==> src/rtl/rjd_pkg.sv <==
package rjd_pkg;

    typedef enum logic [2:0] {
        FORM_BAD,
        FORM_JCC_S,
        FORM_JCC_L,
        FORM_JMP_S,
        FORM_JMP_L
    } jform_e;

    typedef enum logic {
        ST_IDLE,
        ST_EMIT
    } rjd_state_e;

    localparam logic [7:0] OPC_JMP_SHORT = 8'hEB;
    localparam logic [7:0] OPC_JMP_LONG  = 8'hE9;
    localparam logic [7:0] OPC_ESCAPE    = 8'h0F;
    localparam logic [3:0] HI_JCC_SHORT  = 4'h7;
    localparam logic [3:0] HI_JCC_LONG   = 4'h8;

    localparam int FLG_CF = 0;
    localparam int FLG_PF = 1;
    localparam int FLG_ZF = 2;
    localparam int FLG_SF = 3;
    localparam int FLG_OF = 4;
    localparam int FLG_W  = 5;

endpackage

==> src/rtl/rjd_form_decode.sv <==
module rjd_form_decode
    import rjd_pkg::*;
#(
    parameter int ADDR_W     = 32,
    parameter int DISP_BYTES = 4,
    localparam int WIN_BYTES = DISP_BYTES + 2,
    localparam int LEN_W     = $clog2(WIN_BYTES + 1),
    localparam int DW        = 8 * DISP_BYTES
) (
    input  logic [8*WIN_BYTES-1:0] win,
    output jform_e                 form,
    output logic [LEN_W-1:0]       len,
    output logic [3:0]             cc,
    output logic [ADDR_W-1:0]      disp
);

    localparam logic [LEN_W-1:0] LEN_SHORT   = LEN_W'(2);
    localparam logic [LEN_W-1:0] LEN_JMP_LNG = LEN_W'(1 + DISP_BYTES);
    localparam logic [LEN_W-1:0] LEN_JCC_LNG = LEN_W'(2 + DISP_BYTES);

    logic [7:0]    byte_q [WIN_BYTES];
    logic [DW-1:0] disp_at1;
    logic [DW-1:0] disp_at2;

    genvar gi;
    generate
        for (gi = 0; gi < WIN_BYTES; gi++) begin : g_bytes
            assign byte_q[gi] = win[8*gi +: 8];
        end
        for (gi = 0; gi < DISP_BYTES; gi++) begin : g_disp
            assign disp_at1[8*gi +: 8] = byte_q[1 + gi];
            assign disp_at2[8*gi +: 8] = byte_q[2 + gi];
        end
    endgenerate

    always_comb begin
        form = FORM_BAD;
        if (byte_q[0][7:4] == HI_JCC_SHORT) begin
            form = FORM_JCC_S;
        end else if (byte_q[0] == OPC_JMP_SHORT) begin
            form = FORM_JMP_S;
        end else if (byte_q[0] == OPC_JMP_LONG) begin
            form = FORM_JMP_L;
        end else if (byte_q[0] == OPC_ESCAPE && byte_q[1][7:4] == HI_JCC_LONG) begin
            form = FORM_JCC_L;
        end
    end

    always_comb begin
        len  = '0;
        cc   = '0;
        disp = '0;
        unique case (form)
            FORM_JCC_S: begin
                len  = LEN_SHORT;
                cc   = byte_q[0][3:0];
                disp = ADDR_W'($signed(byte_q[1]));
            end
            FORM_JMP_S: begin
                len  = LEN_SHORT;
                disp = ADDR_W'($signed(byte_q[1]));
            end
            FORM_JMP_L: begin
                len  = LEN_JMP_LNG;
                disp = ADDR_W'($signed(disp_at1));
            end
            FORM_JCC_L: begin
                len  = LEN_JCC_LNG;
                cc   = byte_q[1][3:0];
                disp = ADDR_W'($signed(disp_at2));
            end
            default: begin
                len  = '0;
            end
        endcase
    end

endmodule

==> src/rtl/rjd_cond_eval.sv <==
module rjd_cond_eval
    import rjd_pkg::*;
(
    input  logic [3:0]       cc,
    input  logic [FLG_W-1:0] flags,
    output logic             met
);

    logic base;
    logic sgn_ne_ovf;

    assign sgn_ne_ovf = flags[FLG_SF] ^ flags[FLG_OF];

    always_comb begin
        unique case (cc[3:1])
            3'd0: base = flags[FLG_OF];
            3'd1: base = flags[FLG_CF];
            3'd2: base = flags[FLG_ZF];
            3'd3: base = flags[FLG_CF] | flags[FLG_ZF];
            3'd4: base = flags[FLG_SF];
            3'd5: base = flags[FLG_PF];
            3'd6: base = sgn_ne_ovf;
            3'd7: base = flags[FLG_ZF] | sgn_ne_ovf;
            default: base = 1'b0;
        endcase
    end

    assign met = base ^ cc[0];

endmodule

==> src/rtl/rjd_target_calc.sv <==
module rjd_target_calc #(
    parameter int ADDR_W = 32,
    parameter int LEN_W  = 3
) (
    input  logic [ADDR_W-1:0] ip,
    input  logic [LEN_W-1:0]  len,
    input  logic [ADDR_W-1:0] disp,
    input  logic              take,
    output logic [ADDR_W-1:0] target
);

    logic [ADDR_W-1:0] next_ip;

    assign next_ip = ip + ADDR_W'(len);
    assign target  = take ? (next_ip + disp) : next_ip;

endmodule

==> src/rtl/rel_jump_decoder.sv <==
module rel_jump_decoder
    import rjd_pkg::*;
#(
    parameter int ADDR_W     = 32,
    parameter int DISP_BYTES = 4,
    localparam int WIN_BYTES = DISP_BYTES + 2,
    localparam int LEN_W     = $clog2(WIN_BYTES + 1)
) (
    input  logic                   clk,
    input  logic                   rst_n,
    input  logic                   in_valid,
    input  logic [8*WIN_BYTES-1:0] win,
    input  logic [ADDR_W-1:0]      ip,
    input  logic [FLG_W-1:0]       flags,
    output logic                   out_valid,
    output logic [LEN_W-1:0]       ilen,
    output logic                   taken,
    output logic [ADDR_W-1:0]      target,
    output logic [3:0]             cond,
    output logic                   illegal
);

    jform_e            form;
    logic [LEN_W-1:0]  dec_len;
    logic [3:0]        dec_cc;
    logic [ADDR_W-1:0] dec_disp;
    logic              cc_met;
    logic              is_cond;
    logic              is_legal;
    logic              take_c;
    logic [ADDR_W-1:0] tgt_c;

    rjd_state_e state_q;
    rjd_state_e state_d;

    rjd_form_decode #(
        .ADDR_W     (ADDR_W),
        .DISP_BYTES (DISP_BYTES)
    ) u_decode (
        .win  (win),
        .form (form),
        .len  (dec_len),
        .cc   (dec_cc),
        .disp (dec_disp)
    );

    rjd_cond_eval u_cond (
        .cc    (dec_cc),
        .flags (flags),
        .met   (cc_met)
    );

    assign is_legal = (form != FORM_BAD);
    assign is_cond  = (form == FORM_JCC_S) || (form == FORM_JCC_L);
    assign take_c   = is_legal && (!is_cond || cc_met);

    rjd_target_calc #(
        .ADDR_W (ADDR_W),
        .LEN_W  (LEN_W)
    ) u_target (
        .ip     (ip),
        .len    (dec_len),
        .disp   (dec_disp),
        .take   (take_c),
        .target (tgt_c)
    );

    always_comb begin
        state_d = state_q;
        unique case (state_q)
            ST_IDLE: if (in_valid)  state_d = ST_EMIT;
            ST_EMIT: if (!in_valid) state_d = ST_IDLE;
            default: state_d = ST_IDLE;
        endcase
    end

    always_ff @(posedge clk or negedge rst_n) begin
        if (!rst_n) begin
            state_q <= ST_IDLE;
        end else begin
            state_q <= state_d;
        end
    end

    always_ff @(posedge clk or negedge rst_n) begin
        if (!rst_n) begin
            ilen    <= '0;
            taken   <= 1'b0;
            target  <= '0;
            cond    <= '0;
            illegal <= 1'b0;
        end else if (in_valid) begin
            ilen    <= dec_len;
            taken   <= take_c;
            target  <= tgt_c;
            cond    <= dec_cc;
            illegal <= !is_legal;
        end
    end

    assign out_valid = (state_q == ST_EMIT);

endmodule

==> config.mk <==
export PLATFORM = sky130hd
export DESIGN_NAME = rel_jump_decoder
export DESIGN_NICKNAME = d
export VERILOG_FILES = /design/src/rtl/rjd_pkg.sv /design/src/rtl/rjd_form_decode.sv /design/src/rtl/rjd_cond_eval.sv /design/src/rtl/rjd_target_calc.sv /design/src/rtl/rel_jump_decoder.sv
export SDC_FILE = /design/constraint.sdc
export NUM_CORES = 1
export LEC_CHECK = 0
export ABC_AREA = 1
export CORE_ASPECT_RATIO = 1.4
export CORE_UTILIZATION = 60
export CTS_CLUSTER_SIZE = 25
export DETAILED_ROUTE_END_ITERATION = 8
export DONT_BUFFER_PORTS = 1
export HOLD_SLACK_MARGIN = 0.15
export MAX_ROUTING_LAYER = met4
export PLACE_DENSITY = 0.82
export SLEW_MARGIN = 20
export SYNTH_ARGS = -nofsm -noshare
export SYNTH_HDL_FRONTEND = slang
export SYNTH_SLANG_ARGS = --single-unit
==> constraint.sdc <==
create_clock -name clk -period 1.04 [get_ports clk]
set_input_delay 0.208 -clock clk [delete_from_list [all_inputs] [get_ports clk]]
set_output_delay 0.208 -clock clk [all_outputs]
set_load 0.1 [all_outputs]
==> results of run 1 <==
[cell families after synthesis]
kind of cell               Yosys count
and+or+nand+nor                    540
DFF                                 42
buffers and inverters              152
adders and majority gates           36
xor gates and xnor gates            44
AOI/OAI and AO/OA                  103
[stage by stage]
stage / hold slack [ns] / cell area, sq um / instances / utilization [%] / setup slack [ns]
2_1_floorplan: -0.0876 / 6010 / 917 / - / -2.45
3_3_place_gp: -0.0864 / 8210 / 1210 / 94.8 / -2.60
3_5_place_dp: -0.0868 / 8210 / 1210 / 94.8 / -2.97
==> reports/summary.md, run 1 <==
Of the total synthesized cell area, the portion taken by AND, OR, NAND and NOR gates is 42.9%. After technology mapping, the gate count stands at 917. The run stopped with a tool error. The synthesized netlist devotes 8.59% of its cell area to adder and majority cells. The tool reported: "[ERROR DPL-0038] Utilization greater than 100%, impossible to legalize".

Counting flops and latches in the post-synthesis netlist gives 42. Clock tree synthesis found a total of 42 sinks. After synthesis, flip-flops and latches occupy 19.4% of the total area. Routability-driven placement finished with a final weighted congestion of 1.16.

Combinational family with the most area after synthesis: simple AND/OR/NAND/NOR gates. The number of clock buffers added by TritonCTS is 5. The tools report the terminating stage of the flow as 4_1_cts.

Post-CTS timing repair inserted 66 buffers for setup. In this run the deepest clock path goes through 2 buffers. Once the floorplan was initialized, standard cells occupied 62.6% of the core.

The share of async-settable or async-resettable flops after synthesis was 100%. The mapped netlist covers 5420 sq um. The clock tree root driver cell was sky130_fd_sc_hd__clkbuf_16. Among all cell types in the netlist, the one instantiated most often is sky130_fd_sc_hd__nand2_1. The flip-flop cell with the highest count after synthesis was sky130_fd_sc_hd__dfrtp_1. After Yosys synthesis, XOR and XNOR cells account for 7.11% of the synthesized area. 130 I/O pins were placed. Once the clock tree was built, the resizer swapped 280 gates to a different size. From left edge to right edge, the die measures 82.3 um. The count of flip-flops with a built-in enable after synthesis works out to 0. The mux cell area share after synthesis is 0%.

The distinct cell type count after synthesis is 42. The run gives 22100 um as the half-perimeter wire length of the detailed placement result. The height of the die came out at 114 um. The cell type with the largest total area after synthesis was sky130_fd_sc_hd__nand2_1. The synthesized netlist devotes 11.0% of its cell area to compound gates.

After synthesis, the most frequently instantiated cells are 310 x sky130_fd_sc_hd__nand2_1, 121 x sky130_fd_sc_hd__inv_1, 107 x sky130_fd_sc_hd__nand3_1, 69 x sky130_fd_sc_hd__nor2_1, 42 x sky130_fd_sc_hd__dfrtp_1. Averaged over all synthesized cells, the footprint is 5.91 sq um. Synthesis produced a netlist with a net count of 1041. By area the synthesized netlist is led by sky130_fd_sc_hd__nand2_1 21%, sky130_fd_sc_hd__dfrtp_1 19%, sky130_fd_sc_hd__nand3_1 9.9%. The H-tree was split into 2 levels. The tools report the number of synthesis warnings as 0.

In this run the core area contains 40 standard-cell rows. Of the post-synthesis cell area, the dominant cell type holds 21.5%. The port buffer count came out at 0.
==> run 2, diff against run 1 <==
--- a/config.mk
+++ b/config.mk
@@ -6,14 +6,10 @@
 export NUM_CORES = 1
 export LEC_CHECK = 0
 export ABC_AREA = 1
-export CORE_ASPECT_RATIO = 1.4
-export CORE_UTILIZATION = 60
-export CTS_CLUSTER_SIZE = 25
+export CORE_UTILIZATION = 40
 export DETAILED_ROUTE_END_ITERATION = 8
 export DONT_BUFFER_PORTS = 1
-export HOLD_SLACK_MARGIN = 0.15
-export MAX_ROUTING_LAYER = met4
-export PLACE_DENSITY = 0.82
+export PLACE_DENSITY_LB_ADDON = 0.15
 export SLEW_MARGIN = 20
 export SYNTH_ARGS = -nofsm -noshare
 export SYNTH_HDL_FRONTEND = slang
==> run 2 against run 1 <==
  * Synthesized cell count unchanged
  * The flow now finishes, with violations (negative hold slack, negative setup slack)
  * Synthesized area did not move
==> reports/summary.md, run 2 <==
For the overall routing resource usage, the log shows 32.5%. The register with the most flip-flops was target. Clock-pin slew was measured on the worst setup and hold paths at 0.06 ns. For the worst-skew pair, the clock arrives at the later sink with an insertion delay of 0.28 ns. Setup repair after global routing could not meet its margin everywhere. The tools report the number of clock sinks as 42.

Share of post-route cells with drive strength above 1: 55.8%. In this run the worst setup path terminates at target[31]$_DFFE_PN0P_. The tools report the worst slack at placement as -2.80 ns. TritonCTS built the clock tree. The register with the most flip-flops in the layout has 32 of them. In this run the worst path has a maximum fanout of 6. Worst reg-to-reg path cell count: 4. In this run the remaining antenna-violating nets after routing total 0. The worst-path cell with the longest stage delay was sky130_fd_sc_hd__ha_4. The largest registers in the layout are target (32), cond (4), ilen (3).

The antenna cell count was 0; the port buffer count was 0. Among the stages of the critical path, the cell type that occurs most often is sky130_fd_sc_hd__nand2_1. The worst path uses 345% of the clock period. The logs give 0 for the initial antenna violation count and 0 for the number of max-slew violations in the final report. The run gives 1 as the post-cts hold buffer count. After synthesis, the most frequently instantiated cells are 310 x sky130_fd_sc_hd__nand2_1, 121 x sky130_fd_sc_hd__inv_1, 107 x sky130_fd_sc_hd__nand3_1, 69 x sky130_fd_sc_hd__nor2_1, 42 x sky130_fd_sc_hd__dfrtp_1.

At the pin with the least slew margin, the transition time is 0.489 ns. The run finished, with violations left. Using the TritonRoute via totals, the vias-per-cell ratio works out to 5.64.

Most common cell in the synthesized netlist: sky130_fd_sc_hd__nand2_1. The run gives 67.0% as the worst-case headroom to the max-slew limit. The die covers 14000 sq um.

After layout, the design draws a total of 8.15 mW. The gate count of the mapped netlist is 917. The run gives 1041 as the synthesized netlist net count. The synthesized design spends more area on one cell type than any other, namely sky130_fd_sc_hd__nand2_1. The floorplan has 42 rows.

The placed instances occupy a cell area of 8440 sq um. The layout net count was 1352. Sequential-to-total area share from yosys stat: 19.4%. After detailed routing, the average wire length per cell comes to 18.7 um. The final critical delay including setup and external delays came out at 3.58 ns. The die width works out to 118 um. Area added between synthesis and finish: 101%.

Summed over all layers, the routed wires come to 26200 um. The total overflow left after global routing is 0. Classification of the worst setup path: in2reg. The maximum single-stage delay on the critical path was 0.25 ns; the final number of setup-violating endpoints was 77. The checks that failed: negative hold slack, negative setup slack. The library cells used most frequently in the layout, excluding fill and tap cells, are 240 x sky130_fd_sc_hd__nand2_1, 232 x sky130_fd_sc_hd__buf_4, 79 x sky130_fd_sc_hd__inv_1. The run gives -0.387 ns as the final hold slack. Number of synthesized register bits: 42. The longest clock path from root to sink contains 2 buffers. At the end of routability-driven placement, the weighted congestion stood at 0.950. Based on the critical path, the design can be clocked at up to 0.279 GHz. For the arrival time at the worst endpoint, the log shows 3.81 ns. In this run the critical register-to-register path is captured at target[28]$_DFFE_PN0P_. Clock tree root driver cell: sky130_fd_sc_hd__clkbuf_16.

Once layout is done, the placed cells without fillers occupy 10900 sq um. The synthesized design contains 0 enable-type register cells. Buffers inserted during clock tree synthesis total 5. The first global-routing pass estimated 35900 um of wire. The cell area after synthesis is 5420 sq um, and the mean instance size in the synthesized netlist is 5.91 sq um.

The startpoint of the most critical register-to-register path was target[28]$_DFFE_PN0P_. The type of element capturing the critical path was a flip-flop. Counting flops with an async set or reset pin after synthesis yields a share of 100%. Worst setup path startpoint: win[2]. Entering global routing, the biggest net connects 43 pins. For the setup slack on the worst flop-to-flop path, the log shows 0.15 ns.

The core footprint came out at 13200 sq um. The logs give -2.54 ns for the setup slack of the critical path after layout and 0 for the detailed-route DRC error count. Power spread over the standard cell area amounts to 749 nW/um^2. The share of the synthesized area in the top cell type works out to 21.5%. IR analysis of the VDD net gives a maximum drop of 0.000600 V. The logs give 5 for the number of detailed-route iterations in the first pass and 7292 for the via count of the first global-routing pass.

The tools report the number of hold violations in the final report as 42. For the worst setup path, the data required time is 1.27 ns. On the final layout, the worst clock skew is 0 ns. Sorting the synthesized cells by area gives the leading types as sky130_fd_sc_hd__nand2_1 21%, sky130_fd_sc_hd__dfrtp_1 19%, sky130_fd_sc_hd__nand3_1 9.9%. The netlist uses 42 different library cells. In this run the static leakage power is 5.27 nW. The run gives 0 as the number of synthesis warnings.

Most common cell after layout, fill and taps aside: sky130_fd_sc_hd__nand2_1. The detailed router placed 7924 vias in this run. The run gives 2 as the number of H-tree levels.

The worst setup path is launched from an input pin. The initial utilization of the core area, before any placement, comes to 40.9%. The path class of the tightest hold or removal check is in2async.

For the number of maximum-capacitance violations, the log shows 0. In the synthesized netlist the dominant register cell turns out to be sky130_fd_sc_hd__dfrtp_1. The die is 118 um tall. The violation count after the first detailed-routing iteration is 764.

For this design the top-level I/O count stands at 130. The half-perimeter wire length of the detailed placement result is 16600 um.
==> run 2: cell counts after synthesis <==
No cell type changed its count.
==> run 2: layout make-up <==
type	count	area, sq um
clock inverters	3	40.0
multi-input cells	723	5500
flip-flops and latches	42	1100
well taps	176	220
repair buffers	330	3390
fillers	772	2360
clock buffers	5	125
inverters	126	505
==> run 2: metrics by stage <==
step | utilization [%] | TNS [ns] | std cells
floorplan | - | -66.59 | 917
global placement | 63.8 | -74.73 | 1299
detailed placement | 63.8 | -76.41 | 1299
CTS | 76.1 | -63.54 | 1378
global route | 82.2 | -74.15 | 1405
finish | 82.2 | -68.20 | 1405
==> run 2: metal layers <==
| layer | global-route usage (%) | part of all wire (%) | up-vias |
|---|---|---|---|
| met5 | 0 | 0 | - |
| met3 | 6.61 | 11 | 132 |
| li1 | - | - | 3575 |
| met1 | 42.2 | 38 | 3685 |
| met4 | 11.8 | 4.9 | 0 |
| met2 | 53.5 | 47 | 532 |
==> run 2: critical path, delay by kind of cell <==
kind	cells	cell delay, ns
compound gates	6	0.97
simple gates	14	1.30
fa+ha+maj	3	0.62
buf+inv	6	0.50
xor+xnor	1	0.19
==> run 2: power breakdown <==
| group | internal (mW) | switching [mW] |
|---|---|---|
| combinational | 1.87 | 2.54 |
| sequential | 1.82 | 0.171 |
| clock | 1.12 | 0.629 |
| total | 4.81 | 3.34 |
==> run 2: cell families (layout without fill, tap and decap cells) <==
kind of cell,after synthesis,count (layout),synth area share [%]
buffers and inverters,152,464,11.0
AOI/OAI and AO/OA,103,103,11.0
adders and majority gates,36,36,8.59
DFF,42,42,19.4
xor gates and xnor gates,44,44,7.11
and+or+nand+nor,540,540,42.9
==> run 2: worst min-delay path by stage <==
stage	startpoint	cells past startpoint	slack (ns)	end
after floorplan	rst_n	0	-0.09	cond[0]$_DFFE_PN0P_
after global placement	rst_n	0	-0.09	cond[0]$_DFFE_PN0P_
after detailed placement	rst_n	0	-0.09	taken$_DFFE_PN0P_
after CTS	rst_n	0	-0.39	taken$_DFFE_PN0P_
after global routing	rst_n	0	-0.40	taken$_DFFE_PN0P_
final	rst_n	0	-0.39	taken$_DFFE_PN0P_
==> run 2: repair_timing <==
item	4_1_cts	5_1_grt
endpoints found under the setup margin	77	78
setup buffers	69	35
gates resized for setup	196	151
hold endpoints to repair	43	42
gates cloned	4	0
pin swaps	89	103
Note: power is estimated with default switching activity, not from simulation.
==> run 3, diff against run 2 <==
--- a/config.mk
+++ b/config.mk
@@ -6,10 +6,11 @@
 export NUM_CORES = 1
 export LEC_CHECK = 0
 export ABC_AREA = 1
-export CORE_UTILIZATION = 40
+export CORE_UTILIZATION = 50
 export DETAILED_ROUTE_END_ITERATION = 8
 export DONT_BUFFER_PORTS = 1
-export PLACE_DENSITY_LB_ADDON = 0.15
+export PLACE_DENSITY = 0.77
+export SETUP_SLACK_MARGIN = 0.5
 export SLEW_MARGIN = 20
 export SYNTH_ARGS = -nofsm -noshare
 export SYNTH_HDL_FRONTEND = slang
==> run 3 against run 2 <==
  * The flow now stops in 5_1_grt
  * Synthesized cell count stayed put
  * Synthesized area stayed put
==> reports/summary.md, run 3 <==
The flow did not finish. Global routing consumed, over all layers together, 78.8% of the routing resources. Summing the sequential cell areas from Yosys gives 19.4% of the chip area.

Yosys attributes the largest share of cell area to sky130_fd_sc_hd__nand2_1 21%, sky130_fd_sc_hd__dfrtp_1 19%, sky130_fd_sc_hd__nand3_1 9.9%. The tools report the gate count of the mapped netlist as 917. The initial utilization of the core area, before any placement, comes to 52.0%. Row generation in the floorplan step produced 37 rows. In this run, CTS created clock tree buffers numbering 5. Via count of the first global-routing pass: 11200. After synthesis the cells add up to 5420 sq um. Counting distinct cell types in the post-synthesis netlist gives 42. For this design the top-level I/O count stands at 130. The first error in the log reads "[ERROR GRT-0116] Global routing finished with congestion. Check the congestion regions in the DRC Viewer". A synthesized cell averages 5.91 sq um.

No sink is reached through more buffers than the 2 on the longest clock path. The share of async-settable or async-resettable flops after synthesis works out to 100%. The biggest area contributor in the post-synthesis netlist is sky130_fd_sc_hd__nand2_1.

The congestion estimate from routability-driven global placement came to 0.939. After detailed placement, the total cell area comes to 8430 sq um. CTS built an H-tree with a depth of 2. For the half-perimeter wire length of the detailed placement result, the log shows 18300 um. The flow stopped in 5_1_grt. Summed over its instances, the top area cell type makes up 21.5% of the synthesized netlist area. Summed over all layers, the global routing overflow is 95. The commonest cells after synthesis are 310 x sky130_fd_sc_hd__nand2_1, 121 x sky130_fd_sc_hd__inv_1, 107 x sky130_fd_sc_hd__nand3_1, 69 x sky130_fd_sc_hd__nor2_1, 42 x sky130_fd_sc_hd__dfrtp_1.

The synthesized netlist net count is 1041, and the number of clock sinks is 42. The first-pass GRT wire length is 67100 um. The Yosys step of the flow raised 0 warnings. The die width is 106 um. The most common cell in the synthesized netlist is sky130_fd_sc_hd__nand2_1.

The port buffer count is 0, and the maximum number of pins on one net before global-route repair is 43. The tools report the clock tree root driver cell as sky130_fd_sc_hd__clkbuf_8. For this run, the leading register cell type out of synthesis is sky130_fd_sc_hd__dfrtp_1. The count of flip-flops with a built-in enable after synthesis was 0. The die is 106 um tall. The number of synthesized register bits was 42.
-- run 3: cell counts after synthesis --
No cell type changed its count.
-- run 3: layer usage --
layer	overflow	track usage, %
met4	32	84.9
met1	2	77.4
met5	0	16.2
met2	59	96.9
met3	2	61.5
-- run 3: logic make-up after synthesis --
logic type                 count (synthesis)  synth area share (%)
AOI/OAI and AO/OA                        103                  11.0
DFF                                       42                  19.4
adders and majority gates                 36                  8.59
buffers and inverters                    152                  11.0
xor gates and xnor gates                  44                  7.11
and+or+nand+nor                          540                  42.9
-- run 3: repair_timing --
action                                  in CTS
cloned                                       3
endpoints found under the setup margin      83
gates resized for setup                    229
setup buffers                               69
hold endpoints to repair                    47
pin swaps                                  111
-- run 3: through the flow --
step           worst slack [ns]  cells  util [%]
4_1_cts                   -2.31   1334      96.9
3_5_place_dp              -2.90   1254      80.9
3_3_place_gp              -2.78   1254      80.9
2_1_floorplan             -2.45    917         -
